File: src/rtl/systmr_pkg.sv
package systmr_pkg;
  // Word addresses on the register port; compare word i sits at CMP_BASE + i
  localparam int unsigned SYSTMR_ADDR_FLAGS  = 0;
  localparam int unsigned SYSTMR_ADDR_CNT_LO = 1;
  localparam int unsigned SYSTMR_ADDR_CNT_HI = 2;
  localparam int unsigned SYSTMR_ADDR_CMP    = 4;
endpackage

File: src/rtl/systmr_counter.sv
module systmr_counter #(
  parameter int unsigned HALF_W = 32
) (
  input  logic              clk,
  input  logic              rst_n,
  input  logic              lo_read,
  output logic [HALF_W-1:0] cnt_lo,
  output logic [HALF_W-1:0] cnt_hi,
  output logic [HALF_W-1:0] hi_snap,
  output logic              armed
);
  localparam int unsigned CNT_W = 2 * HALF_W;

  logic [CNT_W-1:0]  cnt_q, cnt_d;
  logic [HALF_W-1:0] snap_q, snap_d;
  logic              armed_q, armed_d;
  logic              snap_en;

  always_comb begin
    cnt_d   = cnt_q + CNT_W'(1);
    armed_d = 1'b1;
    snap_en = lo_read;
    snap_d  = cnt_q[CNT_W-1:HALF_W];
  end

  always_ff @(posedge clk or negedge rst_n) begin
    if (!rst_n) begin
      cnt_q   <= '0;
      armed_q <= 1'b0;
      snap_q  <= '0;
    end else begin
      cnt_q   <= cnt_d;
      armed_q <= armed_d;
      if (snap_en) snap_q <= snap_d;
    end
  end

  assign cnt_lo  = cnt_q[HALF_W-1:0];
  assign cnt_hi  = cnt_q[CNT_W-1:HALF_W];
  assign hi_snap = snap_q;
  assign armed   = armed_q;
endmodule

File: src/rtl/systmr_channel.sv
module systmr_channel #(
  parameter int unsigned HALF_W = 32
) (
  input  logic              clk,
  input  logic              rst_n,
  input  logic [HALF_W-1:0] cnt_lo,
  input  logic              armed,
  input  logic              cmp_we,
  input  logic [HALF_W-1:0] cmp_wdata,
  input  logic              flag_clr,
  output logic [HALF_W-1:0] cmp_val,
  output logic              flag
);
  logic [HALF_W-1:0] cmp_q, cmp_d;
  logic              flag_q, flag_d;
  logic              hit;

  always_comb begin
    hit    = armed && (cnt_lo == cmp_q);
    // a hit outranks a clear in the same cycle
    flag_d = hit | (flag_q & ~flag_clr);
    cmp_d  = cmp_wdata;
  end

  always_ff @(posedge clk or negedge rst_n) begin
    if (!rst_n) begin
      cmp_q  <= '0;
      flag_q <= 1'b0;
    end else begin
      flag_q <= flag_d;
      if (cmp_we) cmp_q <= cmp_d;
    end
  end

  assign cmp_val = cmp_q;
  assign flag    = flag_q;
endmodule

File: src/rtl/systmr_top.sv
module systmr_top
  import systmr_pkg::*;
#(
  parameter int unsigned HALF_W = 32,
  parameter int unsigned NUM_CH = 4,
  localparam int unsigned ADDR_W = $clog2(SYSTMR_ADDR_CMP + NUM_CH)
) (
  input  logic              clk,
  input  logic              rst_n,
  input  logic              bus_valid,
  input  logic              bus_write,
  input  logic [ADDR_W-1:0] bus_addr,
  input  logic [HALF_W-1:0] bus_wdata,
  output logic [HALF_W-1:0] bus_rdata,
  output logic [NUM_CH-1:0] match_irq
);
  logic                          wr_acc, rd_acc;
  logic                          lo_read;
  logic [HALF_W-1:0]             cnt_lo, cnt_hi, hi_snap;
  logic                          armed;
  logic [NUM_CH-1:0]             cmp_we;
  logic [NUM_CH-1:0]             flag_clr;
  logic [NUM_CH-1:0]             flag_vec;
  logic [NUM_CH-1:0][HALF_W-1:0] cmp_vals;

  always_comb begin
    wr_acc  = bus_valid && bus_write;
    rd_acc  = bus_valid && !bus_write;
    lo_read = rd_acc && (bus_addr == ADDR_W'(SYSTMR_ADDR_CNT_LO));
    flag_clr = (wr_acc && (bus_addr == ADDR_W'(SYSTMR_ADDR_FLAGS)))
               ? bus_wdata[NUM_CH-1:0] : '0;
    for (int i = 0; i < NUM_CH; i++) begin
      cmp_we[i] = wr_acc && (bus_addr == ADDR_W'(SYSTMR_ADDR_CMP + i));
    end
  end

  systmr_counter #(.HALF_W(HALF_W)) i_counter (
    .clk     (clk),
    .rst_n   (rst_n),
    .lo_read (lo_read),
    .cnt_lo  (cnt_lo),
    .cnt_hi  (cnt_hi),
    .hi_snap (hi_snap),
    .armed   (armed)
  );

  for (genvar g = 0; g < NUM_CH; g++) begin : g_chan
    systmr_channel #(.HALF_W(HALF_W)) i_chan (
      .clk       (clk),
      .rst_n     (rst_n),
      .cnt_lo    (cnt_lo),
      .armed     (armed),
      .cmp_we    (cmp_we[g]),
      .cmp_wdata (bus_wdata),
      .flag_clr  (flag_clr[g]),
      .cmp_val   (cmp_vals[g]),
      .flag      (flag_vec[g])
    );
  end

  always_comb begin
    bus_rdata = '0;
    if (rd_acc) begin
      if (bus_addr == ADDR_W'(SYSTMR_ADDR_FLAGS))  bus_rdata = HALF_W'(flag_vec);
      if (bus_addr == ADDR_W'(SYSTMR_ADDR_CNT_LO)) bus_rdata = cnt_lo;
      if (bus_addr == ADDR_W'(SYSTMR_ADDR_CNT_HI)) bus_rdata = hi_snap;
      for (int i = 0; i < NUM_CH; i++) begin
        if (bus_addr == ADDR_W'(SYSTMR_ADDR_CMP + i)) bus_rdata = cmp_vals[i];
      end
    end
  end

  assign match_irq = flag_vec;
endmodule

File: config.mk
export PLATFORM = sky130hd
export DESIGN_NAME = systmr_top
export DESIGN_NICKNAME = d
export VERILOG_FILES = /design/src/rtl/systmr_pkg.sv /design/src/rtl/systmr_counter.sv /design/src/rtl/systmr_channel.sv /design/src/rtl/systmr_top.sv
export SDC_FILE = /design/constraint.sdc
export NUM_CORES = 1
export LEC_CHECK = 0
export CAP_MARGIN = 20
export CORE_MARGIN = 3
export CORE_UTILIZATION = 55
export CTS_BUF_LIST = sky130_fd_sc_hd__clkbuf_4 sky130_fd_sc_hd__clkbuf_8
export DETAILED_ROUTE_END_ITERATION = 10
export GPL_TIMING_DRIVEN = 0
export PLACE_DENSITY = 0.75
export SLEW_MARGIN = 20
export SYNTH_ARGS = -nofsm -noshare
export SYNTH_HDL_FRONTEND = slang
export SYNTH_SLANG_ARGS = --single-unit
File: constraint.sdc
create_clock -name clk -period 3.25 [get_ports clk]
set_input_delay 0.65 -clock clk [delete_from_list [all_inputs] [get_ports clk]]
set_output_delay 0.65 -clock clk [all_outputs]
set_load 0.02 [all_outputs]
==> results of run 1 <==
==> power by group <==
part           switching [W]  leakage, nW  internal [W]
clock                0.00121        0.445       0.00156
sequential          0.000394         2.96       0.00324
combinational       0.000655         2.78      0.000674
total                0.00226         6.18       0.00547
==> cell usage after synthesis (7+ instances only) <==
cell	number	share of area [%]
dfrtp_1	229	48
mux2_2	153	15
xnor2_1	104	7.7
xor2_1	86	6.4
nand2_1	46	1.5
o21ai_0	43	1.8
nand4_1	39	2.1
clkbuf_1	34	1.1
a222oi_1	28	2.4
a22oi_1	28	1.8
a31oi_1	28	1.5
nand3_1	26	1.1
nor2_1	26	0.82
nor4_1	25	1.3
buf_2	22	0.93
nor3_1	18	0.76
buf_4	13	0.82
buf_6	10	0.95
inv_1	10	0.32
and3_1	9	0.48
a211oi_1	7	0.44
==> worst paths after layout <==
kind                                                      to  slack, ns  cells after the start
worst max-delay path                           bus_rdata[19]       0.02                      6
worst min-delay path                     i_counter.cnt_q[51]       0.50                      1
worst max register to register           i_counter.cnt_q[54]       0.52                      6
worst min register to register           i_counter.cnt_q[51]       0.50                      1
max in group asynchronous       g_chan[3].i_chan.cmp_val[18]       1.34                      5
min in group asynchronous                 i_counter.cnt_q[1]       0.57                      2
==> what timing repair did <==
item | in CTS | in global routing
setup buffers | 8 | 0
hold buffers | 1 | 0
endpoints found under the hold margin | 46 | 0
gates resized for setup | 119 | 4
pin swaps | 4 | 0
setup endpoints to repair | 32 | 12
==> per-stage QoR <==
step / utilization, % / worst slack, ns / total power, W / cells / area [um^2]
2_1_floorplan: - / 0.328 / 0.00438 / 1020 / 11800
3_3_place_gp: 61.2 / -8.12 / 0.00490 / 1368 / 12900
3_5_place_dp: 61.7 / -1.31 / 0.00494 / 1371 / 13000
4_1_cts: 66.6 / 0.0615 / 0.00772 / 1450 / 14000
5_1_grt: 66.5 / 0.00544 / 0.00802 / 1449 / 14000
6_report: 66.5 / 0.0196 / 0.00774 / 1449 / 14000
==> registers in the layout, indices dropped and copies added (netlist names) <==
register	cells
g_chan.i_chan.cmp_val	128
g_chan.i_chan.flag	4
i_counter.armed	1
i_counter.cnt_q	64
i_counter.hi_snap	32
==> final cells by class <==
| type | count | share of cell area, % |
|---|---|---|
| Buffer | 80 | 4.00 |
| Clock buffer | 62 | 5.37 |
| Clock inverter | 8 | 0.553 |
| Inverter | 10 | 0.267 |
| Multi-Input combinational cell | 700 | 40.4 |
| Sequential cell | 229 | 40.8 |
| Tap cell | 275 | 2.45 |
| Timing Repair Buffer | 85 | 6.15 |
==> logic make-up after synthesis <==
| logic type | Yosys count | share of synthesized area, % |
|---|---|---|
| flip-flops | 229 | 48.4 |
| AND/OR/NAND/NOR | 208 | 9.71 |
| XOR/XNOR | 190 | 14.1 |
| multiplexers | 161 | 15.3 |
| AO/OA/AOI/OAI | 139 | 8.15 |
| buffers and inverters | 91 | 4.25 |
| adder cells (fa/ha/maj) | 1 | 0.106 |
| other | 1 | 0.0317 |
==> metal layers <==
layer  routed length [um]  up-vias  share of wire (%)
met5                    0        -                  0
met4                 1670        0                4.7
met3                 3580      104                 10
met2                16000      563                 45
met1                14300     4610                 40
li1                     -     3964                  -
==> critical path, cell delays in order <==
cell and delay [ns]:
clkdlybuf4s50_1 0.52, nor2b_4 0.31, clkbuf_2 0.34, o21ai_0 0.16, a31oi_1 0.28, clkdlybuf4s15_2 0.31
==> metrics.csv, run 1 <==
metric,value,unit
cts_root_buffer,clkbuf_8,
detailedRoute.firstIterationViolations,1305,
cts-htree-levels,2,
fraction_of_layout_cells_with_a_size_suffix_above_1,28.3,%
port-buffer-count,73,
finalWeightedCongestion,0.994,
rsz0062_at_grt,no,
grt.total_usage,30.0,%
netlist_area,11800,um^2
max-cap-violations,0,
synthesis.area_per_instance,11.6,um^2
cts_inserted_buffers,40,
setup-tns-final,0,ns
max_freq,0.310,GHz
clk_path_buf_depth,3,
number_of_synthesized_flops_with_an_enable_pin,0,
gr_layer_usage_met3,7.58,%
drt_drc_violations_left,0,
ios,75,
yosysWarnings,0,
multi_input_comb_area,5670,um^2
flip_flop_and_latch_count_after_synthesis,229,
report.final.hold_viol_count,0,
peakVddDrop,312,uV
run_status,finished clean,
finalSetupViolations,0,
worst-endpoint-arrival,2.58,ns
cts.reportedPaths.clkPinSlew,0.06,ns
critPathLaunch,bus_valid,
postSynthNetCount,1060,
initial_utilization,56.1,%
worstHoldStart,i_counter.cnt_q[51],
m2_gr_usage,45.8,%
first_global_vias,9126,
synthToLayoutAreaGrowth,18.6,%
ff_latch_area,5730,um^2
via_count,9241,
firstDrtPassIters,8,
routedWlPerCell,24.6,um
routed_wirelength,35.6,mm
endpoint_kind,output pin,
grt_overflow_total,0,
slew_at_the_pin_closest_to_its_max_slew_limit,1.17,ns
global_route_wire_length_before_repair,54.5,mm
mostFrequentLayoutCells,"dfrtp_1, mux2_2, xnor2_1",
skew,0.0237,ns
hold_slack,0.500,ns
die_height,153,um
ys_async_sr_fraction,100,%
synth_ff_type,dfrtp_1,
finalMaxSlewViolations,0,
critical_path_launch_point_type,input pin,
clock_sinks,229,
critical_path_peak_fanout,10,
clkLatencyLatePin,0.56,ns
timing.max_slew.rel_slack,21.7,%
route.antenna.remaining_nets,0,
die_footprint,23300,um^2
holdCritPathClass,reg -> reg,
critical_path_class,in -> out,
yosysSeqAreaShare,48.4,%
gr-max-usage-layer,met2,
final.period_utilization,99.4,%
final_net_count,1186,
r2r-start,i_counter.cnt_q[1],
maximum_number_of_pins_on_one_net_before_global_route_repair,69,
antennaDiodeCount,0,
vias_per_cell,6.38,
detailed_placement_hpwl,25.3,mm
period_minus_slack,3.23,ns
layout.filler_cells,1646,
static-leakage-power,6.18,nW
grt_antenna_before_repair,0,
global_route.usage.met1,41.1,%
post_synth_inst_count,1020,
placement_rows,53,
chipWidth,153,um
synthDistinctLibCells,42,
tritoncts,built,
mostFrequentLayoutCell,dfrtp_1,
crit_required,2.60,ns
power_density,551,nW/um^2
floorplan.core_area,21100,um^2
Note: power is estimated with default switching activity, not from simulation.
==> run 2: changes to the inputs <==
- CTS_CLUSTER_SIZE: unset -> 16
==> run 2 against run 1 <==
Net effect: worst setup slack improved by 0.0040 ns; sequential share of layout area about the same; final cell count hardly changed; total power is 0.36% higher; via count increased by 0.28%.
==> metrics.csv, run 2 (synthesis gave the netlist of run 1 again) <==
metric,value,unit,change
run_status,finished clean,,unchanged
floorplan.core_area,21100,um^2,unchanged
die_height,153,um,unchanged
final.period_utilization,99.3,%,was 99.4%
count_of_placed_standard_cells_including_taps,1371,,unchanged
worst-endpoint-arrival,2.58,ns,about the same
synthToLayoutAreaGrowth,18.7,%,was 18.6%
clkLatencyLatePin,0.56,ns,about the same
initial_utilization,56.1,%,unchanged
firstDrtPassIters,9,,was 8
hold_slack,0.497,ns,was 0.500 ns
drt_drc_violations_left,0,,unchanged
p_int,0.00551,W,was 0.00547 W
max_freq,0.310,GHz,about the same
m2_gr_usage,45.6,%,was 45.8%
layout.cells.non_filler,1450,,was 1449
r2r-start,i_counter.cnt_q[1],,unchanged
ios,75,,unchanged
placement_rows,53,,unchanged
vias_per_cell,6.39,,was 6.38
cts_root_buffer,clkbuf_8,,unchanged
cts_inserted_buffers,40,,unchanged
detailedRoute.firstIterationViolations,1116,,was 1305
holdCritPathClass,reg -> reg,,unchanged
fraction_of_layout_cells_with_a_size_suffix_above_1,28.3,%,about the same
chipWidth,153,um,unchanged
power.sequential.fraction,46.8,%,was 47.0%
port-buffer-count,73,,unchanged
peakVddDrop,297,uV,was 312 uV
crit_required,2.60,ns,about the same
clock_sinks,229,,unchanged
critPathLaunch,bus_valid,,unchanged
grt.total_usage,30.0,%,about the same
die_footprint,23300,um^2,unchanged
finalWeightedCongestion,0.994,,unchanged
critical_path_class,in -> out,,unchanged
rsz0062_at_grt,no,,unchanged
timing.max_slew.rel_slack,25.7,%,was 21.7%
share_clk_of_total_power,36.1,%,was 35.9%
largest_reg_flops,128,,unchanged
static-leakage-power,6.18,nW,about the same
setup-tns-final,0,ns,unchanged
cts.reportedPaths.clkPinSlew,0.06,ns,about the same
period_minus_slack,3.23,ns,about the same
maximum_number_of_pins_on_one_net_before_global_route_repair,69,,unchanged
setup_slack,0.0236,ns,was 0.0196 ns
antennaDiodeCount,0,,unchanged
finalSetupViolations,0,,unchanged
via_count,9267,,was 9241
gr_layer_usage_met3,8.09,%,was 7.58%
mostFrequentLayoutCells,"dfrtp_1, mux2_2, xnor2_1",,unchanged
finalMaxSlewViolations,0,,unchanged
grt_antenna_before_repair,0,,unchanged
global_route.usage.met1,40.8,%,was 41.1%
mostFrequentLayoutCell,dfrtp_1,,unchanged
power_density,553,nW/um^2,was 551 nW/um^2
preCtsSetupSlack,-1.31,ns,unchanged
global_route_wire_length_before_repair,54.6,mm,was 54.5 mm
critical_path_launch_point_type,input pin,,unchanged
worstHoldStart,i_counter.cnt_q[51],,unchanged
gr-max-usage-layer,met2,,unchanged
route.antenna.remaining_nets,0,,unchanged
slew_at_the_pin_closest_to_its_max_slew_limit,1.11,ns,was 1.17 ns
cts-htree-levels,2,,unchanged
first_global_vias,9154,,was 9126
clk_path_buf_depth,3,,unchanged
routed_wirelength,35.4,mm,was 35.6 mm
comb_power_share,17.1,%,was 17.2%
tritoncts,built,,unchanged
power.switching,0.00225,W,was 0.00226 W
switching_share,29.0,%,was 29.2%
grt_overflow_total,0,,unchanged
routedWlPerCell,24.4,um,was 24.6 um
skew,0.0190,ns,was 0.0237 ns
endpoint_kind,output pin,,unchanged
report.final.hold_viol_count,0,,unchanged
final_net_count,1186,,unchanged
critical_path_peak_fanout,10,,unchanged
detailed_placement_hpwl,25.3,mm,unchanged
max-cap-violations,0,,unchanged
run 2: what timing repair did:
action,in CTS,in global routing
hold buffers,1,0
setup buffers,8,0
endpoints found under the setup margin,32,18
pin swaps,3,2
endpoints found under the hold margin,42,0
gates resized for setup,115,12
run 2: worst paths after layout:
check	cells past startpoint	end	slack [ns]
worst max-delay path	6	bus_rdata[23]	0.02
worst min-delay path	1	i_counter.cnt_q[51]	0.50
worst max register to register	6	i_counter.cnt_q[54]	0.47
worst min register to register	1	i_counter.cnt_q[51]	0.50
max in group asynchronous	5	g_chan[3].i_chan.cmp_val[18]	1.35
min in group asynchronous	2	i_counter.cnt_q[1]	0.57
run 2: stage by stage:
stage	instance area [um^2]	total power, W	utilization, %
after CTS	14000	0.00776	66.6
after detailed placement	13000	0.00494	61.7
after global placement	12900	0.00490	61.2
after global routing	14000	0.00806	66.6
after floorplan	11800	0.00438	-
final	14000	0.00776	66.6
run 2: final cells by class:
type	count	area (um^2)
Timing Repair Buffer	85	858
Tap cell	275	344
Multi-Input combinational cell	700	5660
Inverter	10	37.5
Clock buffer	64	774
Clock inverter	7	72.6
Fill cell	1650	7040
Sequential cell	229	5730
Buffer	80	562
run 2: metal layers:
metal	wire [um]	vias to the layer above	share of wire (%)
li1	-	3960	-
met2	15800	525	45
met4	1810	0	5.1
met5	0	-	0
met1	14200	4653	40
met3	3590	129	10
run 2: power groups by stage:
stage          Combinational, W  Clock [W]  Sequential [W]
2_1_floorplan          0.000826          0         0.00356
3_3_place_gp            0.00125          0         0.00365
3_5_place_dp            0.00128          0         0.00366
4_1_cts                 0.00130    0.00284         0.00362
5_1_grt                 0.00141    0.00297         0.00368
6_report                0.00133    0.00281         0.00363
run 2: critical path, stage by stage:
cell and delay [ns]:
clkdlybuf4s50_1 0.52, nor2b_4 0.31, clkbuf_2 0.31, o21ai_0 0.16, a31oi_1 0.30, clkdlybuf4s15_2 0.32
